<file path="src/rtl/cpwr_pkg.sv">
package cpwr_pkg;

    typedef enum logic [3:0] {
        ST_IDLE,
        ST_POR_SET,
        ST_POR2_HOLD,
        ST_L1_CLR,
        ST_DBG_SET,
        ST_SW_WAIT,
        ST_GATE_CLR,
        ST_GATE_SETTLE,
        ST_POR_REL,
        ST_POR2_SETTLE,
        ST_FINISH
    } pwr_state_e;

endpackage

</file>
<file path="src/rtl/cpwr_wait_timer.sv">
module cpwr_wait_timer #(
    parameter int CNT_W = 8
) (
    input  logic             clk,
    input  logic             rst_n,
    input  logic             load_i,
    input  logic [CNT_W-1:0] load_val_i,
    output logic             expired_o
);

    logic [CNT_W-1:0] cnt_q;

    always_ff @(posedge clk or negedge rst_n) begin
        if (!rst_n) begin
            cnt_q <= '0;
        end else if (load_i) begin
            cnt_q <= load_val_i;
        end else if (cnt_q != '0) begin
            cnt_q <= cnt_q - 1'b1;
        end
    end

    assign expired_o = (cnt_q == '0);

    AST_TMR_NO_WRAP: assert property (@(posedge clk) disable iff (!rst_n)
        (expired_o && !load_i) |=> expired_o);

endmodule

</file>
<file path="src/rtl/cpwr_sel_decode.sv">
module cpwr_sel_decode #(
    parameter int NCORES = 4,
    parameter int IDX_W  = 3,
    parameter int GATE_W = 5
) (
    input  logic [IDX_W-1:0]  idx_i,
    input  logic              variant_i,
    output logic [NCORES-1:0] core_sel_o,
    output logic [GATE_W-1:0] gate_sel_o
);

    for (genvar g = 0; g < NCORES; g++) begin : g_core
        assign core_sel_o[g] = (idx_i == IDX_W'(g));
    end

    // Core 0 moves to the top gate bit in variant mode.
    assign gate_sel_o[0]        = core_sel_o[0] & ~variant_i;
    assign gate_sel_o[GATE_W-1] = core_sel_o[0] &  variant_i;

    for (genvar g = 1; g < NCORES; g++) begin : g_gate
        assign gate_sel_o[g] = core_sel_o[g];
    end

endmodule

</file>
<file path="src/rtl/core_pwrup_seq.sv">
module core_pwrup_seq
    import cpwr_pkg::*;
#(
    parameter int NCORES         = 4,
    parameter int LONG_WAIT_CYC  = 5000,
    parameter int SHORT_WAIT_CYC = 2500
) (
    input  logic                         clk,
    input  logic                         rst_n,
    input  logic                         start_i,
    input  logic [$clog2(NCORES):0]      core_idx_i,
    input  logic                         big_core_i,
    input  logic                         variant_i,
    input  logic                         sw_ack_i,
    output logic                         sw_req_o,
    output logic                         busy_o,
    output logic                         done_o,
    output logic                         err_o,
    output logic [NCORES-1:0]            por_n_o,
    output logic [NCORES-1:0]            por2_n_o,
    output logic [NCORES-1:0]            core_rst_n_o,
    output logic [NCORES-1:0]            dbg_rst_n_o,
    output logic [NCORES-1:0]            trc_rst_n_o,
    output logic [NCORES-1:0]            simd_rst_n_o,
    output logic [NCORES-1:0]            l1_rst_dis_o,
    output logic [NCORES:0]              pwr_gate_o
);

    localparam int IDX_W   = $clog2(NCORES) + 1;
    localparam int GATE_W  = NCORES + 1;
    localparam int MAX_CYC = (LONG_WAIT_CYC > SHORT_WAIT_CYC) ? LONG_WAIT_CYC : SHORT_WAIT_CYC;
    localparam int CNT_W   = $clog2(MAX_CYC + 1);

    pwr_state_e state_q, state_d;

    logic [IDX_W-1:0]  idx_q;
    logic              big_q, var_q;
    logic [NCORES-1:0] core_sel;
    logic [GATE_W-1:0] gate_sel;
    logic              idx_ok;
    logic              tmr_load, tmr_exp;
    logic [CNT_W-1:0]  tmr_val;

    logic [NCORES-1:0] por_q, por2_q, core_q, dbg_q, trc_q, simd_q, l1_q;
    logic [GATE_W-1:0] gate_q;
    logic              done_q, err_q;

    assign idx_ok = (core_idx_i < IDX_W'(NCORES));

    cpwr_sel_decode #(
        .NCORES (NCORES),
        .IDX_W  (IDX_W),
        .GATE_W (GATE_W)
    ) i_sel (
        .idx_i      (idx_q),
        .variant_i  (var_q),
        .core_sel_o (core_sel),
        .gate_sel_o (gate_sel)
    );

    // The wait timer is loaded in the cycle that enters a wait state.
    assign tmr_load = ((state_q == ST_POR_SET) && var_q) ||
                      (state_q == ST_GATE_CLR) ||
                      ((state_q == ST_POR_REL) && var_q);
    assign tmr_val  = (state_q == ST_GATE_CLR) ? CNT_W'(LONG_WAIT_CYC - 1)
                                               : CNT_W'(SHORT_WAIT_CYC - 1);

    cpwr_wait_timer #(
        .CNT_W (CNT_W)
    ) i_tmr (
        .clk        (clk),
        .rst_n      (rst_n),
        .load_i     (tmr_load),
        .load_val_i (tmr_val),
        .expired_o  (tmr_exp)
    );

    // State register
    always_ff @(posedge clk or negedge rst_n) begin
        if (!rst_n) state_q <= ST_IDLE;
        else        state_q <= state_d;
    end

    // Next state
    always_comb begin
        state_d = state_q;
        unique case (state_q)
            ST_IDLE:        if (start_i && idx_ok) state_d = ST_POR_SET;
            ST_POR_SET:     state_d = var_q ? ST_POR2_HOLD : ST_L1_CLR;
            ST_POR2_HOLD:   if (tmr_exp) state_d = ST_L1_CLR;
            ST_L1_CLR:      state_d = ST_DBG_SET;
            ST_DBG_SET:     state_d = ST_SW_WAIT;
            ST_SW_WAIT:     if (sw_ack_i) state_d = ST_GATE_CLR;
            ST_GATE_CLR:    state_d = ST_GATE_SETTLE;
            ST_GATE_SETTLE: if (tmr_exp) state_d = ST_POR_REL;
            ST_POR_REL:     state_d = var_q ? ST_POR2_SETTLE : ST_FINISH;
            ST_POR2_SETTLE: if (tmr_exp) state_d = ST_FINISH;
            ST_FINISH:      state_d = ST_IDLE;
            default:        state_d = ST_IDLE;
        endcase
    end

    // Registered outputs: each state's action appears one edge after it is entered.
    always_ff @(posedge clk or negedge rst_n) begin
        if (!rst_n) begin
            idx_q  <= '0;
            big_q  <= 1'b0;
            var_q  <= 1'b0;
            por_q  <= '1;
            por2_q <= '1;
            core_q <= '0;
            dbg_q  <= '1;
            trc_q  <= '1;
            simd_q <= '0;
            l1_q   <= '1;
            gate_q <= '1;
            done_q <= 1'b0;
            err_q  <= 1'b0;
        end else begin
            done_q <= 1'b0;
            err_q  <= 1'b0;
            unique case (state_q)
                ST_IDLE: begin
                    if (start_i) begin
                        if (idx_ok) begin
                            idx_q <= core_idx_i;
                            big_q <= big_core_i;
                            var_q <= variant_i;
                        end else begin
                            err_q <= 1'b1;
                        end
                    end
                end
                ST_POR_SET: begin
                    por_q <= por_q & ~core_sel;
                    if (var_q) por2_q <= por2_q & ~core_sel;
                end
                ST_L1_CLR: begin
                    if (!big_q) l1_q <= l1_q & ~core_sel;
                end
                ST_DBG_SET: begin
                    dbg_q <= dbg_q & ~core_sel;
                    if (!big_q) trc_q <= trc_q & ~core_sel;
                end
                ST_GATE_CLR: begin
                    gate_q <= gate_q & ~gate_sel;
                end
                ST_POR_REL: begin
                    por_q <= por_q | core_sel;
                    if (var_q) por2_q <= por2_q | core_sel;
                end
                ST_FINISH: begin
                    dbg_q  <= dbg_q  | core_sel;
                    core_q <= core_q | core_sel;
                    if (big_q) simd_q <= simd_q | core_sel;
                    else       trc_q  <= trc_q  | core_sel;
                    done_q <= 1'b1;
                end
                default: ;
            endcase
        end
    end

    assign sw_req_o     = (state_q == ST_SW_WAIT);
    assign busy_o       = (state_q != ST_IDLE);
    assign done_o       = done_q;
    assign err_o        = err_q;
    assign por_n_o      = por_q;
    assign por2_n_o     = por2_q;
    assign core_rst_n_o = core_q;
    assign dbg_rst_n_o  = dbg_q;
    assign trc_rst_n_o  = trc_q;
    assign simd_rst_n_o = simd_q;
    assign l1_rst_dis_o = l1_q;
    assign pwr_gate_o   = gate_q;

    AST_ONE_CORE_IN_POR: assert property (@(posedge clk) disable iff (!rst_n)
        $onehot0(~por_n_o));

    AST_L1_UNDER_POR: assert property (@(posedge clk) disable iff (!rst_n)
        (l1_rst_dis_o != $past(l1_rst_dis_o)) |-> (por_n_o != '1));

    AST_REQ_DROP_ON_ACK: assert property (@(posedge clk) disable iff (!rst_n)
        $fell(sw_req_o) |-> $past(sw_ack_i));

    AST_GATE_UNDER_POR: assert property (@(posedge clk) disable iff (!rst_n)
        (pwr_gate_o != $past(pwr_gate_o)) |-> (por_n_o != '1));

    AST_DONE_ALL_RELEASED: assert property (@(posedge clk) disable iff (!rst_n)
        done_o |-> (por_n_o == '1 && dbg_rst_n_o == '1 && !busy_o));

    AST_BAD_IDX_REFUSED: assert property (@(posedge clk) disable iff (!rst_n)
        (start_i && !busy_o && !idx_ok) |=> (err_o && !busy_o));

endmodule

</file>
<file path="config.mk">
export PLATFORM = sky130hd
export DESIGN_NAME = core_pwrup_seq
export DESIGN_NICKNAME = d
export VERILOG_FILES = /design/src/rtl/cpwr_pkg.sv /design/src/rtl/cpwr_wait_timer.sv /design/src/rtl/cpwr_sel_decode.sv /design/src/rtl/core_pwrup_seq.sv
export SDC_FILE = /design/constraint.sdc
export NUM_CORES = 1
export LEC_CHECK = 0
export ABC_CLOCK_PERIOD_IN_PS = 2060
export BUFFER_PORTS_ARGS = -buffer_cell sky130_fd_sc_hd__buf_2
export CAP_MARGIN = 20
export CORE_ASPECT_RATIO = 2
export CORE_MARGIN = 2
export CORE_UTILIZATION = 40
export DETAILED_ROUTE_END_ITERATION = 8
export GPL_TIMING_DRIVEN = 0
export PLACE_DENSITY = 0.6
export SYNTH_ARGS = -nofsm -noshare
export SYNTH_HDL_FRONTEND = slang
export SYNTH_SLANG_ARGS = --single-unit
</file>
<file path="constraint.sdc">
create_clock -name clk -period 2.06 [get_ports clk]
set_clock_uncertainty 0.15 [all_clocks]
set_input_delay 0.412 -clock clk [delete_from_list [all_inputs] [get_ports clk]]
set_output_delay 0.412 -clock clk [all_outputs]
set_load 0.01 [all_outputs]
</file>
==> flow_summary_export.csv <==
group,metric,value,unit
status,status,"complete, but fails checks",
status,violations,"setup timing",
pwr,clockPowerShare,39.6,%
yosys,ys_ff_latch,57,
yosys,yosys-top-cells-area,"dfrtp_1, dfstp_2, o21ai_0, xnor2_1, nand2_1",
yosys,syn_nets,262,
sta,period_needed,2170,ps
yosys,async_flop_share,100,%
drt,dr.first_iter.drc_count,80,
yosys,synth.most_common_cell,"o21ai_0",
worst_setup_path,crit_path_max_fanout,6,
pwr,total_power,4020,µW
floorplan,fp.dieArea,7230,µm²
cells_and_area,area_growth,34.8,%
sta,holdWs,169,ps
yosys,ys_seq_area_share,55.8,%
worst_setup_path,crit_type,"register to register",
placement,dpl.hpwl,4740,µm
placement,numPortBuffers,45,
pwr,power.density,1140,nW/µm²
pwr,swShare,31.0,%
sta,max_freq,0.460,GHz
global_route,grt_pass1_wl,11100,µm
yosys,netlist_top_cells_count,"o21ai_0, dfrtp_1, dfstp_2",
sta,setup_slack,-114,ps
cells_and_area,drive_gt1_share,39.1,%
worst_setup_path,cp-start-kind,"register",
floorplan,die_y,118,µm
cts,cts.clk_slew.worst_paths,50,ps
yosys,syn_area,2610,µm²
yosys,ys_warn_count,0,
floorplan,core-area,6310,µm²
cts,clockBufferDepth,2,
cells_and_area,fin_cells,413,
cts,clock_latency,330,ps
drt,wl,6620,µm
floorplan,rows,41,
floorplan,start_util,41.4,%
floorplan,die_w,61.1,µm
cts,cts_buffers,9,
cells_and_area,num-fill-cells,576,
global_route,grt.total_usage,21.2,%
job,maxCapViolCount,0,
pwr,sequentialPowerShare,35.0,%
pwr,leakage,0.00158,µW
sta,grt_setup_unrepaired,"yes",
cells_and_area,insertedDiodeCount,0,
placement,dp.cells,383,
drt,wl_per_cell,16.0,µm
cts,cts_tree,"done",
yosys,synth-edff-count,0,
drt,via_count,2084,
yosys,synth_ff_type,"dfrtp_1",
global_route,grt_max_degree,31,
sta,hold_violations,0,
sta,final-setup-viol-count,15,
placement,gp_congestion,0.914,
pwr,netSwitchingPower,1250,µW
drt,drc,0,
cts,cts_sinks,57,
sta,fin_crit_sh,106,%
pwr,vdd_drop_max,0.812,mV
global_route,grt_remaining_overflow,0,
floorplan,io-pin-count,46,
yosys,synth_cell_types,45,
drt,ant_nets,0,
cts,cts.htree.levels,3,
yosys,yosysTopAreaCell,"dfrtp_1",
cts,cts_root_buffer,"clkbuf_16",
yosys,synth_top_cell_area_share,30.7,%
worst_setup_path,endpoint_kind,"register",
sta,slew_headroom,57.0,%
global_route,antenna_found_initial,0,
sta,drv_slew,0,
worst_setup_path,cp.arrival,2240,ps
global_route,grt_pass1_vias,2163,
drt,firstDrtPassIters,6,
pwr,combinationalPowerShare,25.4,%
worst_setup_path,crit_required,2130,ps
worst_hold_path,holdCritPathClass,"primary input to register",
cells_and_area,fin_nets,334,
pwr,p_int,2780,µW
sta,worst_pin_slew,645,ps
drt,routed_via_density,5.05,
yosys,syn_area_per_cell,10.4,µm²
yosys,synthCells,251,
==> per-layer routing <==
layer  up-vias  GRT usage (%)  routed length (µm)
met3        15           4.70                 222
met2        39           36.6                3800
met1      1011           23.4                2380
li1       1019              -                   -
met4         0           9.65                 211
met5         -              0                   0
==> critical path, stage by stage (launching register included) <==
cell	delay, ps
dfrtp_1	380
inv_2	80
ha_4	120
or3b_4	390
nor4_4	280
buf_4	180
buf_8	130
buf_6	100
nor3_4	30
xnor2_1	160
nor2_1	60
==> cell type report <==
cell class | instances | area, µm² | area share, %
Timing Repair Buffer | 63 | 394 | 11.2
Sequential cell | 57 | 1460 | 41.4
Tap cell | 86 | 108 | 3.06
Buffer | 11 | 53.8 | 1.53
Clock buffer | 12 | 256 | 7.28
Inverter | 7 | 26.3 | 0.746
Multi-Input combinational cell | 174 | 1160 | 32.9
Clock inverter | 3 | 65.1 | 1.85
==> cell usage in the layout, fill, tap and decap left out, types with 5 or more instances in the layout <==
master / count
buf_2: 46
o21ai_0: 32
dfrtp_1: 31
dfstp_2: 25
nand2_1: 23
nor2_1: 12
buf_4: 12
a21oi_1: 11
clkbuf_1: 10
xnor2_1: 10
clkbuf_16: 9
nand2b_1: 8
and2_1: 5
inv_1: 5
nor3_1: 5
nor4_1: 5
==> power groups by stage <==
stage          clock network, µW  registers (µW)  logic [µW]
3_5_place_dp                   0            1390         923
5_1_grt                     1670            1430        1150
2_1_floorplan                  0            1350         675
3_3_place_gp                   0            1380         908
6_report                    1590            1410        1020
4_1_cts                     1620            1400         965
==> final timing paths <==
kind	to	start	slack (ps)	cells past startpoint
setup / recovery	i_tmr.cnt_q[4]$_DFFE_PN0P_	i_tmr.cnt_q[1]$_DFFE_PN0P_	-110	10
hold / removal	big_q$_DFFE_PN0P_	big_core_i	170	2
setup reg to reg	i_tmr.cnt_q[4]$_DFFE_PN0P_	i_tmr.cnt_q[1]$_DFFE_PN0P_	-110	10
hold reg to reg	pwr_gate_o[0]$_DFFE_PN1P_	pwr_gate_o[0]$_DFFE_PN1P_	300	1
max in group asynchronous	asynchronous set/reset pin	rst_n	600	3
min in group asynchronous	var_q$_DFFE_PN0P_	rst_n	500	2
==> repair_timing <==
item	CTS	global route
gates resized for setup	14	14
hold buffers	1	0
setup buffers	12	5
endpoints found under the setup margin	26	20
pin swaps	7	14
hold endpoints to repair	15	0
==> logic make-up (layout without fill, tap and decap cells) <==
kind of cell	after synthesis	after routing	synth area share (%)
DFF	57	57	55.8
and+or+nand+nor	88	88	19.1
AOI/OAI and AO/OA	67	67	14.9
adders and majority gates	2	2	0.958
xor gates and xnor gates	12	12	4.02
buffers and inverters	20	96	3.07
muxes	5	5	2.11
==> per-stage QoR <==
step	TNS (ps)	worst slack, ps	area (µm²)	utilization [%]
after global routing	-3120	-242	3520	55.8
after global placement	-4280	-342	2950	46.8
final	-1020	-114	3520	55.8
after detailed placement	-4440	-348	2970	47.1
after CTS	-618	-96.6	3430	54.4
after floorplan	-364	-65.2	2620	-
No activity file was read; power rests on OpenSTA's default activity.
